$ cat src/rtl/barrier_pkg.sv
package barrier_pkg;

    localparam logic SENSE_AT_RESET = 1'b1;
    localparam logic FLAG_AT_RESET  = 1'b0;

    // Sense a slot holds after this cycle: inverted on an accepted entry.
    function automatic logic sense_step(input logic cur, input logic entering);
        return entering ? ~cur : cur;
    endfunction

endpackage

$ cat src/rtl/barrier_arrival_merge.sv
module barrier_arrival_merge #(
    parameter int N_PART = 4,
    localparam int CW = $clog2(N_PART + 1)
) (
    input  logic [N_PART-1:0] arrive_i,
    input  logic [N_PART-1:0] waiting_i,
    input  logic [N_PART-1:0] active_i,
    output logic [N_PART-1:0] accept_o,
    output logic [CW-1:0]     batch_o
);

    always_comb begin
        accept_o = arrive_i & ~waiting_i & active_i;
        batch_o  = '0;
        for (int k = 0; k < N_PART; k++) begin
            batch_o = batch_o + CW'(accept_o[k]);
        end
    end

endmodule

$ cat src/rtl/barrier_sense_slot.sv
module barrier_sense_slot
    import barrier_pkg::*;
(
    input  logic clk_i,
    input  logic rst_ni,
    input  logic active_i,
    input  logic accept_i,
    input  logic complete_i,
    input  logic flag_q_i,
    input  logic flag_d_i,
    output logic waiting_o,
    output logic release_o
);

    typedef struct packed {
        logic sense;
        logic rel;
    } slot_t;

    slot_t slot_d, slot_q;

    // A slot is parked while its private sense matches the global flag.
    assign waiting_o = active_i && (slot_q.sense == flag_q_i);
    assign release_o = slot_q.rel;

    always_comb begin
        slot_d = slot_q;
        if (active_i) begin
            slot_d.sense = sense_step(slot_q.sense, accept_i);
        end else begin
            // Inactive slots track the flag so that they stay idle.
            slot_d.sense = ~flag_d_i;
        end
        slot_d.rel = complete_i && active_i && (waiting_o || accept_i);
    end

    always_ff @(posedge clk_i or negedge rst_ni) begin
        if (!rst_ni) begin
            slot_q.sense <= SENSE_AT_RESET;
            slot_q.rel   <= 1'b0;
        end else begin
            slot_q <= slot_d;
        end
    end

endmodule

$ cat src/rtl/barrier_top.sv
module barrier_top
    import barrier_pkg::*;
#(
    parameter int N_PART        = 4,
    parameter bit RUNTIME_TOTAL = 1'b1,
    localparam int CW = $clog2(N_PART + 1)
) (
    input  logic              clk_i,
    input  logic              rst_ni,
    input  logic [N_PART-1:0] arrive_i,
    input  logic [CW-1:0]     total_i,
    output logic [N_PART-1:0] wait_o,
    output logic [N_PART-1:0] release_o
);

    typedef struct packed {
        logic [CW-1:0] count;
        logic          flag;
    } ctrl_t;

    ctrl_t             ctrl_d, ctrl_q;
    logic [CW-1:0]     total_eff;
    logic [N_PART-1:0] active;
    logic [N_PART-1:0] accept;
    logic [CW-1:0]     batch;
    logic [CW:0]       sum;
    logic              complete;

    generate
        if (RUNTIME_TOTAL) begin : g_rt_total
            assign total_eff = total_i;
        end else begin : g_fixed_total
            logic [CW-1:0] unused_total;
            assign unused_total = total_i;
            assign total_eff    = CW'(N_PART);
        end
    endgenerate

    for (genvar gi = 0; gi < N_PART; gi++) begin : g_active
        assign active[gi] = total_eff > CW'(gi);
    end

    barrier_arrival_merge #(.N_PART(N_PART)) u_merge (
        .arrive_i (arrive_i),
        .waiting_i(wait_o),
        .active_i (active),
        .accept_o (accept),
        .batch_o  (batch)
    );

    always_comb begin
        ctrl_d   = ctrl_q;
        sum      = {1'b0, ctrl_q.count} + {1'b0, batch};
        complete = (batch != '0) && (sum == {1'b0, total_eff});
        if (complete) begin
            ctrl_d.count = '0;
            // Flag takes the sense the arrivals carried in (before inverting).
            ctrl_d.flag  = ~ctrl_q.flag;
        end else begin
            ctrl_d.count = sum[CW-1:0];
        end
    end

    always_ff @(posedge clk_i or negedge rst_ni) begin
        if (!rst_ni) begin
            ctrl_q.count <= '0;
            ctrl_q.flag  <= FLAG_AT_RESET;
        end else begin
            ctrl_q <= ctrl_d;
        end
    end

    for (genvar gs = 0; gs < N_PART; gs++) begin : g_slot
        barrier_sense_slot u_slot (
            .clk_i     (clk_i),
            .rst_ni    (rst_ni),
            .active_i  (active[gs]),
            .accept_i  (accept[gs]),
            .complete_i(complete),
            .flag_q_i  (ctrl_q.flag),
            .flag_d_i  (ctrl_d.flag),
            .waiting_o (wait_o[gs]),
            .release_o (release_o[gs])
        );
    end

endmodule

$ cat config.mk
export PLATFORM = sky130hd
export DESIGN_NAME = barrier_top
export DESIGN_NICKNAME = d
export VERILOG_FILES = /design/src/rtl/barrier_pkg.sv /design/src/rtl/barrier_arrival_merge.sv /design/src/rtl/barrier_sense_slot.sv /design/src/rtl/barrier_top.sv
export SDC_FILE = /design/constraint.sdc
export NUM_CORES = 1
export LEC_CHECK = 0
export CAP_MARGIN = 0
export CORE_UTILIZATION = 45
export CTS_BUF_LIST = sky130_fd_sc_hd__clkbuf_16
export CTS_CLUSTER_SIZE = 10
export DETAILED_ROUTE_END_ITERATION = 10
export PLACE_DENSITY_LB_ADDON = 0.25
export SYNTH_ARGS = -nofsm -noshare
export SYNTH_HDL_FRONTEND = slang
export SYNTH_SLANG_ARGS = --single-unit
$ cat constraint.sdc
create_clock -name clk_i -period 3.4 [get_ports clk_i]
set_input_delay 0.51 -clock clk_i [delete_from_list [all_inputs] [get_ports clk_i]]
set_output_delay 0.51 -clock clk_i [all_outputs]
set_load 0.01 [all_outputs]
Word level (Yosys, flattened, before mapping)
Cells that the tools add are included.

Add/subtract/negate cells: 4. $lt $le $gt $ge: 4. Equality and inequality tests: 9. Multiplexer cells: 10. Bitwise operators: 9. Reduce and logical (&&, ||, !) cells: 18.

Operators with widths (number): $logic_and 1x1->1 (13); $mux 1 (9); $and 4x4->4 (2); $ne 2x2->1 const B (4); $add 3x1->3 (2); $gt 3x1->1 const B (2); $gt 3x2->1 const B (2); $not 1->1 (6); $add 3x3->4 (1); $eq 1x1->1 (4); $eq 4x3->1 (1); $logic_or 1x1->1 (4); $not 4->4 (1); $mux 3 (1); $reduce_bool 3->1 (1); $add 1x1->2 (1).

Bits in registers: 12. Output and inout bits: 8.

Depth between registers and ports, before layout
Gate-level depths: netlist of run 1.

Depth in word-level cells: 14. Depth in mapped cells: 16. Mapped depth without buffers: 15.

Hierarchy
A second synthesis of run 1 with hierarchy kept.

Cells, all modules: 62. Area, all modules: 777.0 µm².

Modules (own cells, without submodules): barrier_sense_slot (times used 4, cells each 7, area each 96.3 µm², sequential area each 51.3 µm²); barrier_top (times used 1, cells each 27, area each 311.5 µm², sequential area each 100.1 µm²); barrier_arrival_merge (times used 1, cells each 7, area each 80.1 µm², sequential area each 0.0 µm²).

Worst setup path before layout of run 1
OpenSTA, ideal clock, no wires.

Kind: input -> register. From: input port total_i[2]. To: register g_slot[0].u_slot.slot_q[1] in the netlist's numbering. Arrival time: 3.694 ns. Required time: 3.305 ns. Setup slack: -0.389 ns. Cell stages on the path: 15. Buffers on the path: 1. Cells stage by stage: buf_6 -> nor3_1 -> nor2_1 -> ha_1 -> inv_1 -> fa_1 -> inv_1 -> ha_1 -> inv_1 -> fa_1 -> xnor2_1 -> a2111oi_4 -> o21ai_4 -> xnor2_4 -> a21oi_2.

RTL lines: from (decl) (RTL line barrier_top.sv:11) `input logic [CW-1:0] total_i,`; to (signal assigned) (RTL line barrier_sense_slot.sv:42) `slot_q <= slot_d;`; to (decl) (RTL line barrier_sense_slot.sv:20) `slot_t slot_d, slot_q;`.

==> results of run 1 <==
## cells in the mapped netlist
cell	count	share of area (%)
ha_1	5	7.0
mux2_2	1	1.3
a21oi_1	2	1.1
and2_1	3	2.1
o21ai_4	1	1.8
nand3b_1	2	1.7
a2111oi_4	1	3.1
dfstp_2	4	12
a211oi_1	3	2.5
o21ai_2	1	0.98
nor3_1	4	2.3
buf_4	9	7.6
buf_6	1	1.3
dfrtp_1	8	23
fa_1	2	4.5
nor2b_1	7	4.9
nor2_1	8	3.4
xor2_1	4	3.9
o21ai_0	1	0.56
nand2_1	2	0.84
xnor2_4	1	3.1
xnor2_1	4	3.9
a21oi_2	3	3.0
and3_4	1	1.3
inv_1	6	2.5
and3b_1	1	0.98
## power by group through the flow
| stage | combinational, uW | clock, uW | sequential, uW |
|---|---|---|---|
| after floorplan | 742 | 0 | 255 |
| after detailed placement | 1040 | 0 | 270 |
| after global routing | 1230 | 225 | 285 |
| final | 1150 | 217 | 279 |
| after global placement | 1010 | 0 | 267 |
| after CTS | 1120 | 219 | 268 |
## timing repair
action                     4_1_cts  5_1_grt
setup endpoints to repair       12       12
setup buffers                    2        1
gates resized for setup         16       11
pin swaps                       10       11
## flip-flops by register name, summed over array words and instances, names as in the netlist
signal / cells
ctrl_q: 4
g_slot.u_slot.release_o: 4
g_slot.u_slot.slot_q: 4
## cell type report
cell class | instances | area [um^2]
multi-input cells | 57 | 547
fillers | 135 | 478
repair buffers | 39 | 319
flip-flops and latches | 12 | 307
clock buffers | 3 | 75.1
well taps | 25 | 31.3
inverters | 6 | 22.5
clock inverters | 1 | 3.75
## final timing paths
check                                            from                         end  slack [ns]  cells past startpoint
max in group asynchronous                      rst_ni                   ctrl_q[0]        2.36                      1
min                                            rst_ni  g_slot[0].u_slot.release_o        0.64                      1
max reg2reg                g_slot[1].u_slot.slot_q[1]  g_slot[1].u_slot.slot_q[1]       -0.07                     14
min reg2reg                                 ctrl_q[1]                   ctrl_q[1]        0.70                      2
max                        g_slot[1].u_slot.slot_q[1]  g_slot[1].u_slot.slot_q[1]       -0.07                     14
min in group clk_i                         total_i[2]  g_slot[3].u_slot.slot_q[1]        0.69                      3
## per-stage QoR
stage	cell area [um^2]	setup slack (ns)	setup TNS, ns
2_1_floorplan	927	-0.0664	-0.264
3_3_place_gp	1180	-0.605	-6.74
3_5_place_dp	1180	-0.722	-8.12
4_1_cts	1290	-0.136	-1.14
5_1_grt	1310	-0.169	-1.28
6_report	1310	-0.0660	-0.254
## metal layers
metal | wire, um | share of wire [%] | up-vias | track usage (%)
li1 | - | - | 338 | -
met1 | 903 | 46 | 336 | 26.6
met2 | 942 | 48 | 16 | 33.3
met3 | 77 | 3.9 | 4 | 4.31
met4 | 27 | 1.4 | 0 | 10.0
met5 | 0 | 0 | - | 0
## worst max-delay path, stage by stage (launching register included)
cell	delay [ns]
dfstp_2	0.55
xor2_2	0.08
and3b_1	0.17
ha_1	0.28
inv_2	0.04
fa_1	0.56
inv_1	0.05
ha_2	0.17
inv_2	0.06
fa_2	0.47
xnor2_2	0.17
a2111oi_4	0.25
o21ai_4	0.15
xnor2_4	0.29
a21oi_2	0.09
## cells by family after synthesis
group | count (synthesis)
and+or+nand+nor | 28
muxes | 1
DFF | 12
buffers and inverters | 16
AOI/OAI and AO/OA | 12
adders and majority gates | 7
xor gates and xnor gates | 9
==> impl_results.md, run 1 <==
* Outcome: finished, violations left
* Failing checks: negative setup slack
* Worst-path clk slew at 0.04 ns
* Post-synthesis xor/xnor area fraction at 11.0%
* Final setup violation count at 7
* Internal at 1030 uW
* Die area at 2160 um^2
* Worst hold-check path type: in2async
* Vias after detailed routing at 694
* Final Hold Viols at 0
* Mapped Avg Cell Area at 10.5 um^2
* I/O Buffers at 16
* Critical Setup Path Class: reg2reg
* Simple-gate share of the synthesized area at 17.4%
* Number of global-route vias before repair at 677
* I/O Pins at 17
* Routability Congestion at 0.829
* Commonest cells after routing, fill and taps aside: buf_4, clkdlybuf4s50_1, nor2b_1, dfrtp_1, nor2_1
* Psw at 619 uW
* H-Tree Depth at 1
* Syn Nets at 101
* Ys Warns at 0
* Sequential share of the synthesized area at 34.3%
* Final worst path period share at 102%
* Total GRT Usage at 20.9%
* Logic gate share of total power at 70.0%
* Cell Rows at 15
* Syn-to-layout area delta at 46.7%
* WP data required at 3.56 ns
* Core area at 1780 um^2
* Synth Instances at 85
* Fmax at 289 MHz
* Count of different cell masters after synthesis at 26
* Area share of fa/ha/maj cells after synthesis at 11.5%
* Final Skew at 0.00207 ns
* CP endpoint kind: register
* Drt wl/cell at 13.6 um
* Die Ht at 46.5 um
* Commonest non-fill, non-tap cell in the layout: buf_4
* Nets at 135
* Setup WS post-layout at -0.0660 ns
* Routed WL at 1950 um
* DR pass1 iterations at 4
* RSZ-0062 raised after global routing: yes
* Initial core utilization at 49.9%
* # diodes at 0
* Relative slew margins at 62.2%
* Final Power at 1650 uW
* GR Overflow Total at 0
* Max-cap violations at 0
* Arrival time worst endpoint at 3.62 ns
* Worst Tran Pin Value at 0.566 ns
* Max-slew violations at 0
* Setup crit start kind: register
* Util after Layout at 73.2%
* Worst vdd ir at 685 uV
* CTS tree: done
* Post-Layout Cell Count at 143
* Mux share of post-synthesis cell area at 1.27%
* First-pass GRT wire length at 3020 um
* CTS Sinks at 12
* DP HPWL at 1450 um
* Antenna violations before repair at 0
* Vias/cell at 4.85
* Hold WS at 0.639 ns
* Switch share at 37.5%
* Hold buffer count at CTS at 0
* Synthesized cell area at 890 um^2
* Largest net degree at the start of global routing at 13
* Proportion of layout cells with a drive suffix above 1 at 49.2%
* Remaining DRCs at 0
* Tmin final at 3.47 ns
* Synth Area in Compound Gates at 13.1%
* Initial DRC count at 6
* CP max FO at 5
* Inst Count DP at 136
* Clock buffers created by TritonCTS at 3
* DIE WIDTH at 46.5 um
* Largest family of logic cells by synthesized area: simple AND/OR/NAND/NOR gates
* Leak pwr at 0.000576 uW
* CTS Root Cell: clkbuf_16
* Yosys reg bits at 12
* CTS Buffer Depth at 2
* Worst-Skew Late Latency at 0.24 ns
* Clock share of power at 13.1%
* Post-DRT Antenna Nets at 0
* Pwr/cell area at 1260 nW/um^2
* Sequential power share at 16.9%
Note: power is estimated with default switching activity, not from simulation.
==> run 2: changes to the inputs <==
--- a/config.mk
+++ b/config.mk
@@ -5,12 +5,13 @@
 export SDC_FILE = /design/constraint.sdc
 export NUM_CORES = 1
 export LEC_CHECK = 0
-export CAP_MARGIN = 0
+export CORE_MARGIN = 5
 export CORE_UTILIZATION = 45
 export CTS_BUF_LIST = sky130_fd_sc_hd__clkbuf_16
 export CTS_CLUSTER_SIZE = 10
 export DETAILED_ROUTE_END_ITERATION = 10
 export PLACE_DENSITY_LB_ADDON = 0.25
+export SLEW_MARGIN = 20
 export SYNTH_ARGS = -nofsm -noshare
 export SYNTH_HDL_FRONTEND = slang
 export SYNTH_SLANG_ARGS = --single-unit
==> run 2 against run 1 <==
  * The flow still finishes with violations (negative setup slack)
  * Worst hold slack improved by 0.010 ns
  * Routed wire length decreased by 1.2%
  * Clock power about the same
  * Die area increased by 37%
  * Highest routed layer unchanged
==> impl_results.md, run 2 (synthesis gave the netlist of run 1 again) <==
* Outcome: finished, violations left
* Failing checks: negative setup slack
* Tmin final at 3.44 ns
* Vias after detailed routing at 674
* Number of global-route vias before repair at 743
* CP max FO at 5
* RSZ-0062 raised after global routing: yes
* Initial core utilization at 46.3%
* Setup crit start kind: register
* Core area at 1920 um^2
* Util after Layout at 68.9%
* Final Skew at 0.00296 ns
* GR Overflow Total at 0
* Cell Rows at 16
* Vias/cell at 4.65
* Setup WS post-layout at -0.0353 ns
* Post-DRT Antenna Nets at 0
* Clock buffers created by TritonCTS at 3
* I/O Pins at 17
* Routed WL at 1930 um
* Total negative slack at -0.110 ns
* Total GRT Usage at 16.6%
* Commonest cells after routing, fill and taps aside: buf_4, clkdlybuf4s50_1, nor2_1, nor2b_1, dfrtp_1
* Switch share at 37.5%
* Worst Tran Pin Value at 0.604 ns
* Fill cells at 157
* Leak pwr at 0.000582 uW
* DR pass1 iterations at 4
* CTS Sinks at 12
* Worst hold-check path type: in2async
* First-pass GRT wire length at 3250 um
* CTS Buffer Depth at 2
* Die Ht at 54.5 um
* Critical Setup Path Class: reg2reg
* Routability Congestion at 0.743
* Die area at 2970 um^2
* Antenna violations before repair at 0
* Placed Instance Area at 1180 um^2
* DP HPWL at 1480 um
* Psw at 600 uW
* CP endpoint kind: register
* Final worst path period share at 101%
* Clock share of power at 13.7%
* Max-slew violations at 0
* H-Tree Depth at 1
* Relative slew margins at 59.6%
* Max-cap violations at 0
* Fmax at 291 MHz
* Worst slack, placed at -0.656 ns
* Hold WS at 0.649 ns
* Reg2reg setup slack at -0.04 ns
* Hold buffer count at CTS at 0
* Crit path from: g_slot[0].u_slot.slot_q[1]
* Reg2reg end: g_slot[2].u_slot.slot_q[1]
* Logic gate share of total power at 68.9%
* Worst vdd ir at 758 uV
* Worst-Skew Late Latency at 0.24 ns
* Remaining DRCs at 0
* Initial DRC count at 4
* Pwr/cell area at 1210 nW/um^2
* WP data required at 3.56 ns
* Internal at 998 uW
* CTS tree: done
* Arrival time worst endpoint at 3.60 ns
* Final setup violation count at 4
* DIE WIDTH at 54.5 um
* Setup crit end: g_slot[2].u_slot.slot_q[1]
* Syn-to-layout area delta at 48.8%
* I/O Buffers at 16
* Worst-path clk slew at 0.04 ns
* Largest net degree at the start of global routing at 13
* Drt wl/cell at 13.3 um
* R2r startpoint: g_slot[0].u_slot.slot_q[1]
* Final Hold Viols at 0
* Final instance area at 1320 um^2
* Commonest non-fill, non-tap cell in the layout: buf_4
* Sequential power share at 17.5%
* # diodes at 0
* Nets at 135
* R2R depth at 15
* Proportion of layout cells with a drive suffix above 1 at 44.9%
* CTS Root Cell: clkbuf_16
run 2: cell types whose count changed in the layout (fill, tap and decap cells not counted), sizes merged:
cell	before	now
buf	25	23
clkdlybuf4s15	0	2
clkbuf	4	3
clkinv	1	0
dlygate4sd2	2	3
inv	6	7
run 2: timing repair:
| item | 4_1_cts | 5_1_grt |
|---|---|---|
| setup buffers | 1 | 2 |
| pin swaps | 9 | 6 |
| hold endpoints to repair | 0 | 0 |
| setup endpoints to repair | 12 | 12 |
| resized for setup | 15 | 2 |
run 2: through the flow:
stage,power [uW],cells
2_1_floorplan,996,85
3_3_place_gp,1270,138
3_5_place_dp,1300,138
4_1_cts,1570,143
5_1_grt,1720,145
6_report,1600,145
run 2: power by group through the flow:
stage	sequential [uW]	clock, uW	combinational [uW]
after detailed placement	273	0	1020
final	279	218	1100
after global placement	269	0	996
after global routing	289	233	1200
after CTS	281	221	1070
after floorplan	255	0	742
run 2: how the worst min path moves through the flow:
stage / depth (start not counted) / endpoint / slack, ns
2_1_floorplan: 0 / ctrl_q[0] / 0.21
3_3_place_gp: 2 / ctrl_q[1] / 0.65
3_5_place_dp: 2 / ctrl_q[1] / 0.65
4_1_cts: 2 / ctrl_q[1] / 0.65
5_1_grt: 2 / ctrl_q[1] / 0.67
6_report: 1 / ctrl_q[2] / 0.65
run 2: layout make-up:
cell class                 instances  area, um^2  area share (%)
multi-input combinational         57         551            41.6
timing repair buffer              39         332            25.0
sequential                        12         307            23.2
clock buffer                       3        75.1            5.67
tap                               27        33.8            2.55
inverter                           6        22.5            1.70
clock inverter                     1        3.75           0.284
run 2: critical path, stage by stage, from the launching register on:
cell       delay, ns
dfstp_2         0.54
xor2_2          0.15
nand2_1         0.07
nor2_1          0.10
ha_1            0.23
inv_1           0.07
fa_1            0.42
inv_1           0.08
ha_2            0.18
inv_2           0.05
fa_2            0.58
xnor2_2         0.09
a2111oi_4       0.25
o21ai_4         0.15
xnor2_4         0.30
a21oi_2         0.09
run 2: layer usage:
layer	track usage, %	share of wire [%]	up-vias
li1	-	-	340
met1	18.4	42	319
met2	27.7	51	10
met3	4.09	3.9	5
met4	11.2	2.9	0
met5	0	0	-
